===== config.mk =====
export PLATFORM = sky130hd
export DESIGN_NAME = uf_eval
export DESIGN_NICKNAME = d
export VERILOG_FILES = /design/src/rtl/uf_pkg.sv /design/src/rtl/uf_intf_matrix.sv /design/src/rtl/uf_argmax.sv /design/src/rtl/uf_divider.sv /design/src/rtl/uf_eval.sv
export SDC_FILE = /design/constraint.sdc
export NUM_CORES = 2
export LEC_CHECK = 0
export BUFFER_PORTS_ARGS = -buffer_cell sky130_fd_sc_hd__buf_2
export CELL_PAD_IN_SITES_DETAIL_PLACEMENT = 0
export CELL_PAD_IN_SITES_GLOBAL_PLACEMENT = 1
export CORE_MARGIN = 1.5
export CORE_UTILIZATION = 51
export CTS_BUF_LIST = sky130_fd_sc_hd__clkbuf_4 sky130_fd_sc_hd__clkbuf_8
export CTS_CLUSTER_DIAMETER = 40
export DETAILED_ROUTE_END_ITERATION = 8
export HOLD_SLACK_MARGIN = 0.1
export MAX_ROUTING_LAYER = met4
export PLACE_DENSITY_LB_ADDON = 0.3
export SYNTH_ARGS = -nofsm -noshare
export SYNTH_HDL_FRONTEND = slang
export SYNTH_HIERARCHICAL = 1
export SYNTH_SLANG_ARGS = --single-unit

===== constraint.sdc =====
create_clock -name clk -period 9.6 [get_ports clk]
set_input_delay 1.92 -clock clk [delete_from_list [all_inputs] [get_ports clk]]
set_output_delay 1.92 -clock clk [all_outputs]
set_load 0.02 [all_outputs]

===== src/rtl/uf_pkg.sv =====
package uf_pkg;
  // Fractional bits of the unfairness ratio (Q8.8 style)
  localparam int FRAC_BITS = 8;

  typedef enum logic [1:0] {
    ST_IDLE,
    ST_RANK,
    ST_PREP,
    ST_DIV
  } uf_state_e;
endpackage


===== src/rtl/uf_intf_matrix.sv =====
// Live interference counters plus a snapshot captured at each boundary.
module uf_intf_matrix #(
  parameter int N     = 4,
  parameter int CNT_W = 8,
  parameter int ID_W  = 2
) (
  input  logic                   clk,
  input  logic                   rst,
  input  logic                   clr,
  input  logic                   ev_valid,
  input  logic [ID_W-1:0]        ev_victim,
  input  logic [ID_W-1:0]        ev_culprit,
  output logic [N*N*CNT_W-1:0]   snap
);
  localparam logic [CNT_W-1:0] CNT_MAX = '1;

  for (genvar v = 0; v < N; v++) begin : g_row
    for (genvar c = 0; c < N; c++) begin : g_col
      if (v == c) begin : g_diag
        // a core is never its own interferer: no storage at all
        assign snap[(v*N+c)*CNT_W +: CNT_W] = '0;
      end else begin : g_cell
        logic [CNT_W-1:0] live_q;
        logic [CNT_W-1:0] snap_q;
        logic             hit;

        assign hit = ev_valid && (ev_victim == ID_W'(v)) && (ev_culprit == ID_W'(c));

        always_ff @(posedge clk) begin
          if (rst) begin
            live_q <= '0;
            snap_q <= '0;
          end else if (clr) begin
            snap_q <= live_q;
            live_q <= hit ? CNT_W'(1) : '0;
          end else if (hit && live_q != CNT_MAX) begin
            live_q <= live_q + 1'b1;
          end
        end

        assign snap[(v*N+c)*CNT_W +: CNT_W] = snap_q;
      end
    end
  end
endmodule


===== src/rtl/uf_argmax.sv =====
// Index of the largest entry, lowest index on ties, optional exclusion.
module uf_argmax #(
  parameter int N    = 4,
  parameter int W    = 16,
  parameter int ID_W = 2
) (
  input  logic [N*W-1:0]  vals,
  input  logic            excl_en,
  input  logic [ID_W-1:0] excl_idx,
  output logic [ID_W-1:0] max_idx
);
  logic [W-1:0]    best;
  logic [ID_W-1:0] idx;
  logic            found;

  always_comb begin
    best  = '0;
    idx   = '0;
    found = 1'b0;
    for (int i = 0; i < N; i++) begin
      if (!(excl_en && excl_idx == ID_W'(i))) begin
        if (!found || vals[i*W +: W] > best) begin
          best  = vals[i*W +: W];
          idx   = ID_W'(i);
          found = 1'b1;
        end
      end
    end
    max_idx = idx;
  end
endmodule


===== src/rtl/uf_divider.sv =====
// Restoring divider, one quotient bit per cycle, fixed NUM_W-cycle latency.
module uf_divider #(
  parameter int NUM_W = 32,
  parameter int DEN_W = 24
) (
  input  logic             clk,
  input  logic             rst,
  input  logic             start,
  input  logic [NUM_W-1:0] num,
  input  logic [DEN_W-1:0] den,
  output logic [NUM_W-1:0] quo,
  output logic             done
);
  localparam int CW = $clog2(NUM_W);

  logic [DEN_W-1:0] rem_q;
  logic [DEN_W-1:0] den_q;
  logic [CW-1:0]    cnt_q;
  logic             run_q;
  logic [DEN_W:0]   trial;
  logic [DEN_W:0]   diff;
  logic             take;
  logic [DEN_W-1:0] rem_nx;

  always_comb begin
    trial  = {rem_q, quo[NUM_W-1]};
    take   = (trial >= {1'b0, den_q});
    diff   = trial - {1'b0, den_q};
    rem_nx = take ? diff[DEN_W-1:0] : trial[DEN_W-1:0];
  end

  always_ff @(posedge clk) begin
    if (rst) begin
      rem_q <= '0;
      den_q <= '0;
      quo   <= '0;
      cnt_q <= '0;
      run_q <= 1'b0;
      done  <= 1'b0;
    end else begin
      done <= 1'b0;
      if (start) begin
        rem_q <= '0;
        quo   <= num;
        den_q <= den;
        cnt_q <= '0;
        run_q <= 1'b1;
      end else if (run_q) begin
        rem_q <= rem_nx;
        quo   <= {quo[NUM_W-2:0], take};
        cnt_q <= cnt_q + 1'b1;
        if (cnt_q == CW'(NUM_W-1)) begin
          run_q <= 1'b0;
          done  <= 1'b1;
        end
      end
    end
  end
endmodule


===== src/rtl/uf_eval.sv =====
module uf_eval
  import uf_pkg::*;
#(
  parameter int N_CORES      = 4,
  parameter int SD_W         = 16,
  parameter int WT_W         = 8,
  parameter int CNT_W        = 8,
  parameter int UF_W         = 16,
  parameter int INTERVAL_LEN = 256
) (
  input  logic                      clk,
  input  logic                      rst,
  input  logic [N_CORES*SD_W-1:0]   slowdown_in,
  input  logic [N_CORES*WT_W-1:0]   weight_in,
  input  logic [UF_W-1:0]           target_in,
  input  logic                      ev_valid,
  input  logic [$clog2(N_CORES)-1:0] ev_victim,
  input  logic [$clog2(N_CORES)-1:0] ev_culprit,
  output logic                      dec_valid,
  output logic [$clog2(N_CORES)-1:0] dec_slow,
  output logic [$clog2(N_CORES)-1:0] dec_intf,
  output logic                      dec_down,
  output logic                      dec_up,
  output logic [UF_W-1:0]           dec_unfair
);
  localparam int ID_W  = $clog2(N_CORES);
  localparam int WP_W  = SD_W + WT_W;
  localparam int NUM_W = WP_W + FRAC_BITS;
  localparam int LAT   = NUM_W + 3;
  localparam int IV_W  = $clog2(INTERVAL_LEN);
  localparam int ROW_W = N_CORES * CNT_W;

  // interval timer
  logic [IV_W-1:0] iv_q;
  logic            tick;

  assign tick = (iv_q == IV_W'(INTERVAL_LEN-1));

  always_ff @(posedge clk) begin
    if (rst) iv_q <= '0;
    else     iv_q <= tick ? '0 : iv_q + 1'b1;
  end

  // weighted slowdowns, captured at the boundary
  logic [N_CORES*WP_W-1:0] wp_d;
  logic [N_CORES*WP_W-1:0] wp_q;
  logic [UF_W-1:0]         tgt_q;

  for (genvar i = 0; i < N_CORES; i++) begin : g_wp
    assign wp_d[i*WP_W +: WP_W] = WP_W'(slowdown_in[i*SD_W +: SD_W]) *
                                  WP_W'(weight_in[i*WT_W +: WT_W]);
  end

  always_ff @(posedge clk) begin
    if (rst) begin
      wp_q  <= '0;
      tgt_q <= '0;
    end else if (tick) begin
      wp_q  <= wp_d;
      tgt_q <= target_in;
    end
  end

  // interference matrix
  logic [N_CORES*N_CORES*CNT_W-1:0] snap;

  uf_intf_matrix #(.N(N_CORES), .CNT_W(CNT_W), .ID_W(ID_W)) u_mat (
    .clk       (clk),
    .rst       (rst),
    .clr       (tick),
    .ev_valid  (ev_valid),
    .ev_victim (ev_victim),
    .ev_culprit(ev_culprit),
    .snap      (snap)
  );

  // ranking of weighted slowdowns
  logic [ID_W-1:0] top_idx;
  logic [WP_W-1:0] top_val;
  logic [WP_W-1:0] low_val;

  uf_argmax #(.N(N_CORES), .W(WP_W), .ID_W(ID_W)) u_rank (
    .vals    (wp_q),
    .excl_en (1'b0),
    .excl_idx('0),
    .max_idx (top_idx)
  );

  always_comb begin
    top_val = '0;
    low_val = wp_q[0 +: WP_W];
    for (int i = 0; i < N_CORES; i++) begin
      if (top_idx == ID_W'(i)) top_val = wp_q[i*WP_W +: WP_W];
      if (wp_q[i*WP_W +: WP_W] < low_val) low_val = wp_q[i*WP_W +: WP_W];
    end
  end

  // interferer of the slowest core
  logic [ID_W-1:0]  slow_q;
  logic [ROW_W-1:0] row;
  logic [ID_W-1:0]  pick_idx;

  always_comb begin
    row = '0;
    for (int v = 0; v < N_CORES; v++) begin
      if (slow_q == ID_W'(v)) row = snap[v*ROW_W +: ROW_W];
    end
  end

  uf_argmax #(.N(N_CORES), .W(CNT_W), .ID_W(ID_W)) u_pick (
    .vals    (row),
    .excl_en (1'b1),
    .excl_idx(slow_q),
    .max_idx (pick_idx)
  );

  // ratio divider
  uf_state_e        state_q;
  logic [WP_W-1:0]  max_q;
  logic [WP_W-1:0]  min_q;
  logic [ID_W-1:0]  intf_q;
  logic [NUM_W-1:0] quo;
  logic             div_done;
  logic             div_start;
  logic [UF_W-1:0]  unf_sat;
  logic             over;

  assign div_start = (state_q == ST_PREP);

  uf_divider #(.NUM_W(NUM_W), .DEN_W(WP_W)) u_div (
    .clk  (clk),
    .rst  (rst),
    .start(div_start),
    .num  ({max_q, {FRAC_BITS{1'b0}}}),
    .den  (min_q),
    .quo  (quo),
    .done (div_done)
  );

  assign unf_sat = (|quo[NUM_W-1:UF_W]) ? {UF_W{1'b1}} : quo[UF_W-1:0];
  assign over    = (unf_sat > tgt_q);

  // sequencing and registered decision
  always_ff @(posedge clk) begin
    if (rst) begin
      state_q    <= ST_IDLE;
      max_q      <= '0;
      min_q      <= '0;
      slow_q     <= '0;
      intf_q     <= '0;
      dec_valid  <= 1'b0;
      dec_slow   <= '0;
      dec_intf   <= '0;
      dec_down   <= 1'b0;
      dec_up     <= 1'b0;
      dec_unfair <= '0;
    end else begin
      dec_valid <= 1'b0;
      case (state_q)
        ST_IDLE: if (tick) state_q <= ST_RANK;
        ST_RANK: begin
          max_q   <= top_val;
          min_q   <= low_val;
          slow_q  <= top_idx;
          state_q <= ST_PREP;
        end
        ST_PREP: begin
          intf_q  <= pick_idx;
          state_q <= ST_DIV;
        end
        ST_DIV: if (div_done) begin
          dec_valid  <= 1'b1;
          dec_slow   <= slow_q;
          dec_intf   <= intf_q;
          dec_unfair <= unf_sat;
          dec_down   <= over;
          dec_up     <= over;
          state_q    <= ST_IDLE;
        end
        default: state_q <= ST_IDLE;
      endcase
    end
  end
endmodule


# After elaboration in Yosys (flattened, before gate mapping)
# Index checks and enable logic that the tools add are counted.
[word_totals] mem_bits_rw=0 inputBits=119 reg_bits=475 latchBits=0 mem_count=0 output_inout_bits=23 word_cells=245 mem_bits_ro=0
[op_classes] addsub=15 mul=4 order_cmp=11 shift=0 n_reduce_logical=58 n_bitwise=2 n_mux=80 div_mod_pow=0 n_eq_ne=31
[op_table] cell="24-bit 2-to-1 mux" n=10
[op_table] cell="8-bit 2-to-1 mux" n=29
[op_table] cell="32-bit 2-to-1 mux" n=6
[op_table] cell="8-bit by 1-bit adder with 8-bit output, second input constant" n=13
[op_table] cell="16-bit by 8-bit multiplier with 24-bit output" n=4
[op_table] cell="8-bit inequality test, second input constant" n=12
[op_table] cell="24-bit > comparator" n=3
[op_table] cell="24-bit less-than comparator" n=3
[op_table] cell="1-bit logical AND" n=28
[op_table] cell="2-bit nonzero test" n=13
[op_table] cell="25-bit by 24-bit >= comparator with 1-bit output" n=1
[op_table] cell="8-bit > comparator" n=3
[op_table] cell="1-bit 2-to-1 mux" n=24
[op_table] cell="24-bit subtractor" n=1
[op_table] cell="2-bit equality test, second input constant" n=10
[op_table] cell="2-bit 2-to-1 mux" n=9
[op_table] cell="16-bit > comparator" n=1
[op_table] cell="16-bit 2-to-1 mux" n=1
[op_table] cell="16-bit OR reduction" n=1
[op_table] cell="2-bit by 1-bit equality test with 1-bit output, second input constant" n=5
[op_table] cell="2-bit zero test" n=5
[op_table] cell="8-bit equality test, second input constant" n=1
[op_table] cell="2-bit case mux with 4 select lines" n=1
[op_table] cell="2-bit OR reduction" n=3
[op_table] cell="9 further kinds" n=14

# Logic depth before layout (Yosys ltp)
[logic_depth] depth_word=18 ltp_mapped=34 mapped_depth_nobuf=28

# Modules after synthesis
# Netlist, hierarchy kept.
[by_module_without_submodules] mod="uf_eval" seq_area_each_um2=3923.8 area_each_um2=26531.7 n_inst=1 cells_each=3050
[by_module_without_submodules] mod="uf_intf_matrix" seq_area_each_um2=3843.7 area_each_um2=8555.7 n_inst=1 cells_each=940
[by_module_without_submodules] mod="uf_divider" seq_area_each_um2=1741.7 area_each_um2=5151.2 n_inst=1 cells_each=611
[by_module_without_submodules] mod="uf_argmax at u_rank" seq_area_each_um2=0.0 area_each_um2=2517.4 n_inst=1 cells_each=294
[by_module_without_submodules] mod="uf_argmax at u_pick" seq_area_each_um2=0.0 area_each_um2=819.5 n_inst=1 cells_each=104

# Worst setup path after synthesis
# OpenSTA, ideal clock, no wires.
[synth_timing] path_kind="reg2reg" startpoint="reg wp_q[22]" endpoint="reg max_q[23]" setup_ns=0.128 required_time_ns=9.472 arrival_ns=6.615 path_slack_ns=2.857 stages_incl_launch_ff=32 period_less_slack_ns=6.743 n_path_buf=4 cell_sequence="dfxtp_1 -> nand2_1 -> ha_1 -> nand4_1 -> or3_4 -> nor3_2 -> a22oi_2 -> o21ai_4 -> buf_12 -> mux2i_2 -> ha_1 -> a21o_1 -> nand3_1 -> a21oi_1 -> a211oi_1 -> o31ai_1 -> o311ai_4 -> buf_4 -> mux2_2 -> ha_1 -> a21o_1 -> a21o_1 -> a211o_1 -> o211ai_1 -> a21oi_1 -> o41ai_1 -> o21ai_0 -> clkbuf_1 -> buf_1 -> mux4_2 -> mux2i_1 -> nor2_1"
[synth_between] elab_chain_len=11 word_cells_on_any_way=16 cone_classes="order compare (3); eq/ne (3); mux (9); reduce/logical (1)"
[synth_lines] item="from (decl)" line_no="uf_eval.sv:46" source="logic [N_CORES*WP_W-1:0] wp_q;"
[synth_lines] item="from (signal assigned)" line_no="uf_eval.sv:59" source="wp_q <= wp_d;"
[synth_lines] item="24-bit > comparator" line_no="uf_argmax.sv:22" source="if (!found || vals[i*W +: W] > best) begin"
[synth_lines] item="24-bit 2-to-1 mux" line_no="uf_argmax.sv:22"
[synth_lines] item="24-bit > comparator" line_no="uf_argmax.sv:22"
[synth_lines] item="24-bit 2-to-1 mux" line_no="uf_argmax.sv:22"
[synth_lines] item="24-bit > comparator" line_no="uf_argmax.sv:22"
[synth_lines] item="2-bit 2-to-1 mux (*)" line_no="uf_argmax.sv:22"
[synth_lines] item="via top_idx[0]" line_no="uf_eval.sv:78" source="logic [ID_W-1:0] top_idx;"
[synth_lines] item="2-bit zero test" line_no="uf_eval.sv:93" source="if (top_idx == ID_W'(i)) top_val = wp_q[i*WP_W +: WP_W];"
[synth_lines] item="24-bit 2-to-1 mux (3 in a row)" line_no="uf_eval.sv:93"
[synth_lines] item="24-bit 2-to-1 mux (*)" line_no="uf_eval.sv:93"
[synth_lines] item="to (signal assigned)" line_no="uf_eval.sv:162" source="max_q <= top_val;"
[synth_lines] item="to (decl)" line_no="uf_eval.sv:119" source="logic [WP_W-1:0] max_q;"
# Mark *: on every way through the listed nets, which the timed path passes. The rest lies on a longest branch.
# A chain may end at the register's enable or synchronous reset.

# Worst setup path in the final report
[layout_timing] startpoint="reg wp_q[9]" endpoint="reg min_q[16]"
[layout_between] elab_chain_len=6
[layout_lines] item="24-bit less-than comparator" line_no="uf_eval.sv:94" source="if (wp_q[i*WP_W +: WP_W] < low_val) low_val = wp_q[i*WP_W +: WP_W];"
[layout_lines] item="24-bit 2-to-1 mux (*)" line_no="uf_eval.sv:94"
[layout_lines] item="24-bit less-than comparator" line_no="uf_eval.sv:94"
[layout_lines] item="24-bit 2-to-1 mux (*)" line_no="uf_eval.sv:94"
[layout_lines] item="24-bit less-than comparator" line_no="uf_eval.sv:94"
[layout_lines] item="24-bit 2-to-1 mux (*)" line_no="uf_eval.sv:94"
[layout_lines] item="to (signal assigned)" line_no="uf_eval.sv:163" source="min_q <= low_val;"
[layout_lines] item="to (decl)" line_no="uf_eval.sv:120" source="logic [WP_W-1:0] min_q;"
# Mark *: on every way between the ends. The rest lies on a longest branch, timed or not.

==> results.txt <==
# clock sinks: 475
Number of global-route vias before repair: 34300
Period utilization: 84.2%
Post_cts resized: 0
Final setup fails: 0
Worst Setup SP: wp_q[9]$_SDFFE_PP0P_
Vias/cell: 5.61
Hold wc startpoint: tgt_q[15]$_SDFFE_PP0P_
CP startpoint kind: flip-flop
CTS Hold Bufs: 0
Leak: 0.0200 uW
Crit path largest cell delay: 640 ps
FP Rows: 107
R2r worst-path depth: 29
Layout area overhead: 7.69%
Syn avg cell area: 8.72 sq um
Layout cells sized above 1: 10.4%
Post-synth ARST share: 0%
Max Fclk: 124 MHz
Port buffer count: 141
Initial drt markers: 2010
DRT antenna net count: 0
DP Cell Count: 6103
Power per Cell Area: 163 mW/mm^2
Cts bufs inserted: 89
Initial Utilization: 51.3%
Drt first pass iters: 6
Slew Limit Headroom: 28.8%
Wire length per cell: 17.6 um
DRC violations left: 0
Dpl ws: 1710 ps
Most frequent cells in the layout: nand2_1, inv_1, dfxtp_1
Area contributors post-synth: dfxtp_1, fa_1, ha_1
Register bit total from synthesis: 475
RSZ-0062 raised after global routing: no
Hold Path Stages: 2
Via count: 35100
Core area: 0.0849 sq mm
Dpl hpwl: 82800 um
CTS tree: yes
Root buffer cell: clkbuf_8
Antenna violations before repair: 1
HP Class: flip-flop to flip-flop
CTS clock-pin slew for the worst setup and hold paths: 60 ps
End of the worst hold path: tgt_q[15]$_SDFFE_PP0P_
Final hold viol count: 0
Die height: 295 um
Period minus WS final: 8080 ps
Reg2Reg Setup Slack: 1520 ps
Total track usage: 26.3%
Setup ws final: 1520 ps
Synth cell types: 115
Peak VDD IR: 0.0000971 V
Die X: 295 um
Slew @ Worst Pin: 1060 ps
Final Skew: 44.5 ps
Layout Nets: 5906
Number of enable flip-flop cells after synthesis: 0
CP endpoint kind: flip-flop
GR Overflow Total: 0
Worst Path Max Fanout: 24
Reg2reg start: wp_q[9]$_SDFFE_PP0P_
Arrival time worst endpoint: 8690 ps
I/O pins: 142
H-tree levels: 3
Non-Filler Instances: 6263
Largest net degree at the start of global routing: 176
Commonest non-fill, non-tap cell in the layout: nand2_1
Status: finished, final reports clean
Clock buffer depth: 3
Post-CTS Setup Bufs: 0
RD Place Congestion: 0.979
Post-Syn Area: 0.0436 sq mm
Final TNS setup: 0 ps
Required @ worst endpoint: 10210 ps
Max Cap Viol: 0
Post-synth top area share: 21.8%
Slowest-stage cell, CP: and2_1
Sequential-to-total area share from yosys stat: 21.8%
CP Class: flip-flop to flip-flop
Post-synthesis cell count: 4999
Clk_lat worst skew: 700 ps
Area leader, netlist: dfxtp_1
Worst path most repeated cell: a21oi_1
Final Routed Wirelength: 110000 um
Slew Viols, Final: 0
Die area: 0.0872 sq mm
First-pass GRT wire length: 181000 um
Yosys warns: 6
Post-synth top flop: dfxtp_1
FF-to-FF End: min_q[16]$_SDFFE_PP0N_
[critical path, delay by kind of cell, from the launching register on]
family	cells	cell delay, ps
adder cells (fa/ha/maj)	3	930
buffers and inverters	5	1220
AO/OA/AOI/OAI	17	3850
AND/OR/NAND/NOR	3	1210
flip-flops	1	420
multiplexers	1	310
[sequential cells by signal (all words and copies together), names as in the netlist, 2 cells and up]
name                             count
u_div/cnt_q                          5
intf_q                               2
u_mat/g_row.g_col.g_cell.live_q     96
dec_intf                             2
u_div/rem_q                         24
iv_q                                 8
min_q                               24
u_mat/g_row.g_col.g_cell.snap_q     96
dec_slow                             2
state_q                              2
u_div/quo                           32
u_div/den_q                         24
dec_unfair                          16
tgt_q                               16
slow_q                               2
wp_q                                96
max_q                               24
[per-stage QoR]
stage | hold WS, ps | instance area (sq um) | power [uW] | utilization, %
6_report | 455 | 46900 | 7640 | 55.3
5_1_grt | 476 | 46900 | 8310 | 55.3
4_1_cts | 457 | 46900 | 7730 | 55.3
3_5_place_dp | 448 | 44900 | 5490 | 52.9
3_3_place_gp | 443 | 44900 | 5460 | 52.9
2_1_floorplan | 431 | 43800 | 4810 | -
[per-layer routing]
layer | up-vias | global-route usage [%] | routed length [um]
met5 | - | - | 0
met4 | 0 | 7.23 | 2600
met3 | 171 | 2.62 | 4390
met2 | 759 | 43.6 | 52700
met1 | 17100 | 34.1 | 50500
li1 | 17100 | - | -
[cell type report]
cell class | instances | area (sq um)
clock buffers | 129 | 1640
fillers | 8127 | 38000
inverters | 497 | 1870
diodes | 1 | 2.50
well taps | 1144 | 1430
flip-flops and latches | 475 | 9520
multi-input cells | 3817 | 31100
clock inverters | 30 | 382
repair buffers | 170 | 971
[Yosys cell counts (69+ instances only)]
master / instances
nand2_1: 574
inv_1: 497
dfxtp_1: 475
ha_1: 400
nor2_1: 399
a21oi_1: 363
fa_1: 337
and2_1: 252
mux2i_1: 225
clkbuf_1: 161
o21ai_0: 121
nand3_1: 114
nor3_1: 69
[cell families after synthesis]
group | share of synthesized area (%)
adders and majority gates | 27.0
xor gates and xnor gates | 1.85
DFF | 21.8
AOI/OAI and AO/OA | 13.1
other | 0.0258
buffers and inverters | 7.31
muxes | 9.98
and+or+nand+nor | 19.0
[how the worst max path moves through the flow]
stage                                   endpoint  slack, ps
after floorplan           max_q[23]$_SDFFE_PP0N_       2860
after global placement    min_q[16]$_SDFFE_PP0N_       1800
after detailed placement  min_q[16]$_SDFFE_PP0N_       1710
after CTS                 min_q[16]$_SDFFE_PP0N_       1650
after global routing      min_q[20]$_SDFFE_PP0N_        990
final                     min_q[16]$_SDFFE_PP0N_       1520
[report_power, final]
part           switching, uW  internal [uW]
sequential              12.3           1980
clock                    922           1280
combinational           1910           1540
Note: power is estimated with default switching activity, not from simulation.
